$ cat config.mk
export PLATFORM = sky130hd
export DESIGN_NAME = rtc_time_core
export DESIGN_NICKNAME = d
export VERILOG_FILES = /design/src/rtl/rtc_time_pkg.sv /design/src/rtl/rtc_reset_sync.sv /design/src/rtl/rtc_wrap_field.sv /design/src/rtl/rtc_load_stage.sv /design/src/rtl/rtc_alarm_match.sv /design/src/rtl/rtc_time_core.sv
export SDC_FILE = /design/constraint.sdc
export NUM_CORES = 1
export LEC_CHECK = 0
export ABC_AREA = 1
export BUFFER_PORTS_ARGS = -buffer_cell sky130_fd_sc_hd__buf_2
export CAP_MARGIN = 5
export CORE_MARGIN = 2
export CORE_UTILIZATION = 50
export CTS_CLUSTER_SIZE = 14
export DETAILED_ROUTE_END_ITERATION = 8
export GPL_TIMING_DRIVEN = 1
export PLACE_DENSITY = 0.7
export SLEW_MARGIN = 20
export SYNTH_ARGS = -nofsm -noshare
export SYNTH_HDL_FRONTEND = slang
export SYNTH_HIERARCHICAL = 1
export SYNTH_SLANG_ARGS = --single-unit
$ cat constraint.sdc
create_clock -name clk -period 3.5 [get_ports clk]
set_input_delay 0.35 -clock clk [delete_from_list [all_inputs] [get_ports clk]]
set_output_delay 0.35 -clock clk [all_outputs]
set_load 0.05 [all_outputs]
$ cat src/rtl/rtc_time_pkg.sv
package rtc_time_pkg;
  localparam int SEC_W  = 6;
  localparam int MIN_W  = 6;
  localparam int HOUR_W = 5;
  localparam int DAY_W  = 15;
  localparam int TOD_W  = SEC_W + MIN_W + HOUR_W;
  localparam int WORD_W = TOD_W + DAY_W;

  // Field order MSB to LSB sets the bit positions of the packed word.
  typedef struct packed {
    logic [DAY_W-1:0]  day;
    logic [HOUR_W-1:0] hour;
    logic [MIN_W-1:0]  min;
    logic [SEC_W-1:0]  sec;
  } rtc_word_t;

  typedef struct packed {
    logic sec;
    logic min;
    logic hour;
    logic day;
    logic alarm_tod;
    logic alarm_day;
  } rtc_events_t;
endpackage

$ cat src/rtl/rtc_reset_sync.sv
module rtc_reset_sync #(
  parameter int STAGES = 2
) (
  input  logic clk,
  input  logic rst_n_in,
  output logic rst_n_out
);
  logic [STAGES-1:0] sync_q;

  always_ff @(posedge clk or negedge rst_n_in) begin
    if (!rst_n_in) sync_q <= '0;
    else           sync_q <= {sync_q[STAGES-2:0], 1'b1};
  end

  assign rst_n_out = sync_q[STAGES-1];
endmodule

$ cat src/rtl/rtc_wrap_field.sv
module rtc_wrap_field #(
  parameter int W    = 6,
  parameter int LAST = 59
) (
  input  logic [W-1:0] cur,
  input  logic         carry_in,
  output logic [W-1:0] nxt,
  output logic         carry_out
);
  localparam logic [W-1:0] LAST_V = W'(LAST);

  logic at_end;
  // Values above the limit are treated as already at the limit.
  assign at_end = (cur >= LAST_V);

  always_comb begin
    nxt       = cur;
    carry_out = 1'b0;
    if (carry_in) begin
      if (at_end) begin
        nxt       = '0;
        carry_out = 1'b1;
      end else begin
        nxt = cur + 1'b1;
      end
    end
  end
endmodule

$ cat src/rtl/rtc_load_stage.sv
module rtc_load_stage #(
  parameter int W = 32
) (
  input  logic         clk,
  input  logic         rst_n,
  input  logic         req,
  input  logic [W-1:0] req_word,
  input  logic         tick,
  output logic [W-1:0] pend_word,
  output logic         commit
);
  logic         pend_q, pend_d;
  logic [W-1:0] word_q, word_d;

  assign commit    = tick & pend_q;
  assign pend_word = word_q;

  always_comb begin
    pend_d = pend_q;
    word_d = word_q;
    if (commit) begin
      pend_d = 1'b0;
    end else if (req && !pend_q) begin
      pend_d = 1'b1;
      word_d = req_word;
    end
  end

  always_ff @(posedge clk or negedge rst_n) begin
    if (!rst_n) begin
      pend_q <= 1'b0;
      word_q <= '0;
    end else begin
      pend_q <= pend_d;
      word_q <= word_d;
    end
  end
endmodule

$ cat src/rtl/rtc_alarm_match.sv
module rtc_alarm_match #(
  parameter int W     = 32,
  parameter int TOD_W = 17
) (
  input  logic [W-1:0] now_word,
  input  logic [W-1:0] alarm_word,
  output logic         tod_hit,
  output logic         full_hit
);
  assign tod_hit  = (now_word[TOD_W-1:0] == alarm_word[TOD_W-1:0]);
  assign full_hit = (now_word == alarm_word);
endmodule

$ cat src/rtl/rtc_time_core.sv
module rtc_time_core
  import rtc_time_pkg::*;
#(
  parameter int SEC_LAST  = 59,
  parameter int MIN_LAST  = 59,
  parameter int HOUR_LAST = 23,
  parameter int SYNC_STAGES = 2
) (
  input  logic              clk,
  input  logic              rst_n,
  input  logic              tick_1hz,
  input  logic              count_en,
  input  logic              time_load,
  input  logic [WORD_W-1:0] time_load_word,
  input  logic              alarm_load,
  input  logic [WORD_W-1:0] alarm_load_word,
  output logic [WORD_W-1:0] time_word,
  output logic              ev_sec,
  output logic              ev_min,
  output logic              ev_hour,
  output logic              ev_day,
  output logic              ev_alarm_tod,
  output logic              ev_alarm_day
);
  logic rst_n_s;

  rtc_reset_sync #(.STAGES(SYNC_STAGES)) i_rst_sync (
    .clk       (clk),
    .rst_n_in  (rst_n),
    .rst_n_out (rst_n_s)
  );

  rtc_word_t   cur_q, nxt_d, adv;
  rtc_events_t ev_q, ev_d;
  logic [WORD_W-1:0] alarm_q, alarm_d;
  logic [WORD_W-1:0] pend_word;
  logic commit, advance;
  logic c_sec, c_min, c_hour;
  logic tod_hit, full_hit;

  rtc_load_stage #(.W(WORD_W)) i_load (
    .clk       (clk),
    .rst_n     (rst_n_s),
    .req       (time_load),
    .req_word  (time_load_word),
    .tick      (tick_1hz),
    .pend_word (pend_word),
    .commit    (commit)
  );

  // Carry chain: seconds always see an increment request.
  rtc_wrap_field #(.W(SEC_W), .LAST(SEC_LAST)) i_sec (
    .cur (cur_q.sec), .carry_in (1'b1), .nxt (adv.sec), .carry_out (c_sec)
  );
  rtc_wrap_field #(.W(MIN_W), .LAST(MIN_LAST)) i_min (
    .cur (cur_q.min), .carry_in (c_sec), .nxt (adv.min), .carry_out (c_min)
  );
  rtc_wrap_field #(.W(HOUR_W), .LAST(HOUR_LAST)) i_hour (
    .cur (cur_q.hour), .carry_in (c_min), .nxt (adv.hour), .carry_out (c_hour)
  );
  // Day count wraps at its natural width with no flag.
  assign adv.day = cur_q.day + DAY_W'(c_hour);

  rtc_alarm_match #(.W(WORD_W), .TOD_W(TOD_W)) i_match (
    .now_word   (adv),
    .alarm_word (alarm_q),
    .tod_hit    (tod_hit),
    .full_hit   (full_hit)
  );

  assign advance = tick_1hz & count_en;

  always_comb begin
    nxt_d = cur_q;
    ev_d  = '0;
    if (commit) begin
      nxt_d = rtc_word_t'(pend_word);
    end else if (advance) begin
      nxt_d          = adv;
      ev_d.sec       = 1'b1;
      ev_d.min       = c_sec;
      ev_d.hour      = c_min;
      ev_d.day       = c_hour;
      ev_d.alarm_tod = tod_hit;
      ev_d.alarm_day = full_hit;
    end
  end

  always_comb begin
    alarm_d = alarm_q;
    if (alarm_load) alarm_d = alarm_load_word;
  end

  always_ff @(posedge clk or negedge rst_n_s) begin
    if (!rst_n_s) begin
      cur_q   <= '0;
      ev_q    <= '0;
      alarm_q <= '0;
    end else begin
      cur_q   <= nxt_d;
      ev_q    <= ev_d;
      alarm_q <= alarm_d;
    end
  end

  assign time_word    = cur_q;
  assign ev_sec       = ev_q.sec;
  assign ev_min       = ev_q.min;
  assign ev_hour      = ev_q.hour;
  assign ev_day       = ev_q.day;
  assign ev_alarm_tod = ev_q.alarm_tod;
  assign ev_alarm_day = ev_q.alarm_day;
endmodule

# Word-level counts from Yosys, hierarchy flattened

Cells that the tools add are included.

Register bits: 105
Input bits: 70
Output and inout bits: 38
Logic and storage cells: 47

Add/sub/neg operators: 4
$lt $le $gt $ge: 3
Equality and inequality tests: 2
Muxes and demuxes: 16
Bitwise operators: 3
Reduce and logical (&&, ||, !) cells: 5

Operators by type and width:

| kind                                                     | count |
|---|---|
| 2-to-1 mux 32 bit                                        | 2 |
| equality test 32 bit                                     | 1 |
| 2-to-1 mux 6 bit                                         | 5 |
| equality test 17 bit                                     | 1 |
| adder 15 x 1 -> 15 bit                                   | 1 |
| adder 6 x 1 -> 6 bit, second input constant              | 2 |
| greater-or-equal comparator 6 bit, second input constant | 2 |
| 2-to-1 mux 5 bit                                         | 2 |
| 2-to-1 mux 1 bit                                         | 7 |
| adder 5 x 1 -> 5 bit, second input constant              | 1 |
| greater-or-equal comparator 5 bit, second input constant | 1 |
| nonzero test 2 bit                                       | 2 |
| AND 1 bit                                                | 2 |
| AND reduction 2 bit                                      | 1 |
| logical AND 1 bit                                        | 1 |
| logical NOT 1 bit                                        | 1 |
| NOT 1 bit                                                | 1 |

# Logic depth before layout (Yosys ltp)

Depth in word-level cells: 8
Mapped depth: 27
Depth with buffers taken out: 26

# Modules after synthesis

The synthesis kept the hierarchy.

Modules (own cells, without submodules):

| module                     | times used | cells an instance | area each (um2) | sequential area each (um2) |
|---|---|---|---|---|
| rtc_time_core              | 1          | 342               | 3250.6          | 1751.7 |
| rtc_load_stage             | 1          | 144               | 1350.0          | 825.8 |
| rtc_alarm_match            | 1          | 171               | 656.9           | 0.0 |
| rtc_wrap_field (i_min ...) | 2          | 36                | 196.4           | 0.0 |
| rtc_wrap_field (i_hour)    | 1          | 36                | 180.2           | 0.0 |
| rtc_reset_sync             | 1          | 3                 | 53.8            | 50.0 |

# Worst setup path after synthesis

OpenSTA, ideal clock, no wires.

Path kind: flip-flop to flip-flop
Start point: register cur_q (netlist bit time_word[0])
End point: register ev_q (netlist bit ev_alarm_day)
Setup time: 71 ps
Arrival: 3456 ps
Required time: 3429 ps
Setup slack: -27 ps
Stages on the path, launching flop included: 26
Path buffers: 1
Clock period less this slack: 3527 ps
Cells stage by stage: dfrtp_1 -> ha_1 -> nor2_1 -> inv_1 -> nand2_1 -> nor2_4 -> buf_6 -> nand2_1 -> nor2_4 -> inv_1 -> nor2_4 -> ha_1 -> ha_1 -> nand3_2 -> inv_2 -> nand4_1 -> and2_1 -> nand2_1 -> nand2_1 -> nor2_1 -> nand2_1 -> nor2_1 -> nand2_1 -> nor2_1 -> nand2_1 -> nor2_1

RTL lines:

| element                  | line                 | text |
|---|---|---|
| start: declaration       | rtc_time_core.sv:33  | `rtc_word_t cur_q, nxt_d, adv;` |
| start signal: assignment | rtc_time_core.sv:100 | `cur_q <= nxt_d;` |
| end signal: assignment   | rtc_time_core.sv:101 | `ev_q <= ev_d;` |
| end: declaration         | rtc_time_core.sv:34  | `rtc_events_t ev_q, ev_d;` |

==> metrics.txt <==
Final Critical Period=slightly above 3 ns; Final Cycle Share=0.882; total of max-cap violations=0; number of detailed-route iterations in the first pass=5; final core occ=0.593; Setup WS pre-CTS=between 0.3 and 0.4 ns; max_slew headroom=0.502; Net Count, Synth=843; CTS H-tree lvls=3; fin area=0.00681 mm^2; Final ANT Viol Nets=0; internal power=2.69 mW; Comb power frac=0.409; starting DRC count in detailed routing=321; die height=around 110 um; WP buf/inv=3; clk root buf=clkbuf_16; fin worst setup slack=approximately 0.41 ns; HP Class=primary input to register; Multi-input gate area=about 0.0027 mm^2; Initial Util=0.513; drt wl/cell=about 14 um; Crit Path Max Fanout=6; Critical Path AT=3.37 ns; PwrDens=707 mW/mm^2; Max IR drop VDD=0.466 mV; postcts setup bufs=0; Critical Path Source Type=register; P_sw=2.13 mW; CTS buffer count=9; first-pass GRT wire length=~24000 um; Leakage=between 3 and 4 nW; WHS=0.208 ns; switching share of power=0.442; Worst Path Required=between 3 and 4 ns; gr usage total=0.238; cell repeated most along the worst path=nand2_1; DIE WIDTH=112 um; Clk pwr share=0.218; Synthesis Warnings=6; largest net degree at the start of global routing=slightly above 80; post-synthesis register bit count=between 100 and 150; Worst Skew=about 0.0057 ns; Overflow after GRT=0; final RePlAce weighted congestion=0.868; Vias=approximately 5200; setup TNS=0 ns; input/output buffers=around 110; Crit-path slowest cell=dfrtp_2; placed cell areas=around 0.0065 mm^2; CTS tree=done; register share of total power=0.373; Remaining DRCs=0; post-synthesis sequential area ratio=0.447; clock latency on the worst-skew pair=about 0.35 ns; core box area=approximately 0.011 mm^2; WL final=14100 um; commonest non-fill, non-tap cells in the layout=277 x nand2_1, 107 x buf_2, 102 x dfrtp_1, 94 x nor2_1, 89 x inv_1; Crit Path Class=register to register; Tot Pwr=4.81 mW; layout cell share with drive strength beyond 1=0.221; Clock transition at path regs=0.07 ns; Via density=roughly 5; Seq. cell area=between 0.002 and 0.003 mm^2; antenna cell count=0; Slew Limit Fails=0; Cell Rows=39; CP Capture Type=register; clk sinks=around 110; status=completed; clock buffer depth=2; fmax=~0.32 GHz; synth unique cells=34; vias in the first global route=~5000; Final nets=between 900 and 1000; Layout area overhead=15.6%; Final Hold Viols=0; final HPWL from detailed placement=slightly above 10000 um; Post-Syn Area per Cell=7.66 um^2; slowest stage delay, CP=roughly 0.40 ns; Cells after Synth=around 770; final setup violation count=0; post-synthesis cell area=roughly 0.006 mm^2; Die Area=~0.013 mm^2; I/O pins=108; dpl cells=about 1000; Fillers=a little over 1000; Least-Margin Pin Slew=about 0.75 ns; commonest non-fill, non-tap cell in the layout=nand2_1; family with the most delay on the worst path=simple AND/OR/NAND/NOR gates; initial antenna violation count=0; post-route insts no fill=1013
-- cells by family after synthesis --
| kind of cell | synth area share |
|---|---|
| adders and majority gates | 0.0106 |
| DFF | 0.447 |
| and+or+nand+nor | 0.326 |
| AOI/OAI and AO/OA | 0.0410 |
| buffers and inverters | 0.0910 |
| other | 0.00128 |
| muxes | 0.0612 |
| xor gates and xnor gates | 0.0219 |
-- per-layer routing --
| layer | track usage | up-vias | wire length (um) |
|---|---|---|---|
| li1 | - | 2559 | - |
| met5 | 0 | - | 0 |
| met3 | 0.0637 | 22 | 781 |
| met2 | 0.397 | 141 | 6730 |
| met4 | 0.0764 | 0 | 281 |
| met1 | 0.305 | 2435 | 6330 |
-- state kept, by name (all words and copies together), names as in the netlist --
signal             flops
i_load/pend_q          1
time_word             32
ev_min                 1
ev_alarm_tod           1
ev_sec                 1
i_rst_sync/sync_q      2
i_load/pend_word      32
alarm_q               32
ev_day                 1
ev_alarm_day           1
ev_hour                1
-- cell usage after synthesis (all sizes together) --
cell type  count  share of area
o211ai         1         0.0013
buf           27          0.032
inv           91          0.058
o21ai         10         0.0085
ha             5          0.011
a22o           2         0.0030
nand3         56          0.053
conb           2         0.0013
dfrtp        105           0.45
xor2          10          0.017
and2           3         0.0032
a31oi         19          0.020
nand2        284           0.19
nand4          4         0.0043
mux2          32          0.061
clkbuf         1        0.00064
xnor2          3         0.0045
nor2         105          0.078
a21oi          8         0.0081
-- path summary, 6_finish.rpt --
| path | startpoint | endpoint | slack [ns] | cells after the start |
|---|---|---|---|---|
| min reg2reg | i_rst_sync/sync_q[1] | i_load/pend_word[1] | 0.35 | 0 |
| max reg2reg | time_word[0] | ev_alarm_day | 0.41 | 25 |
| min in group asynchronous | rst_n | i_rst_sync/sync_q[1] | 0.31 | 2 |
| min | alarm_load_word[5] | alarm_q[5] | 0.21 | 2 |
| max in group asynchronous | i_rst_sync/sync_q[1] | i_load/pend_word[18] | 2.42 | 1 |
| max | time_word[0] | ev_alarm_day | 0.41 | 25 |
-- worst reg2reg max path: cells and delay by family, from the launching register on --
family	cells	cell delay, ns
flip-flops	1	0.40
AND/OR/NAND/NOR	19	1.75
adder cells (fa/ha/maj)	3	0.62
buffers and inverters	3	0.25
-- what timing repair did --
item	4_1_cts	5_1_grt
hold buffers	1	0
endpoints found under the hold margin	2	0
endpoints found under the setup margin	0	1
resized for setup	0	3
-- layout make-up --
cell class	instances	share of cell area
repair buffers	114	0.0886
clock inverters	2	0.00515
multi-input cells	544	0.402
well taps	143	0.0263
clock buffers	14	0.0403
flip-flops and latches	105	0.387
inverters	91	0.0506
-- power by group through the flow --
stage / registers (mW) / logic (mW) / clock network, mW
final: 1.79 / 1.97 / 1.05
after global routing: 1.84 / 2.19 / 1.13
after CTS: 1.80 / 1.97 / 1.08
after detailed placement: 1.81 / 1.95 / 0
after global placement: 1.80 / 1.91 / 0
after floorplan: 2.24 / 1.05 / 0
Power figures use the tool's default switching activity.
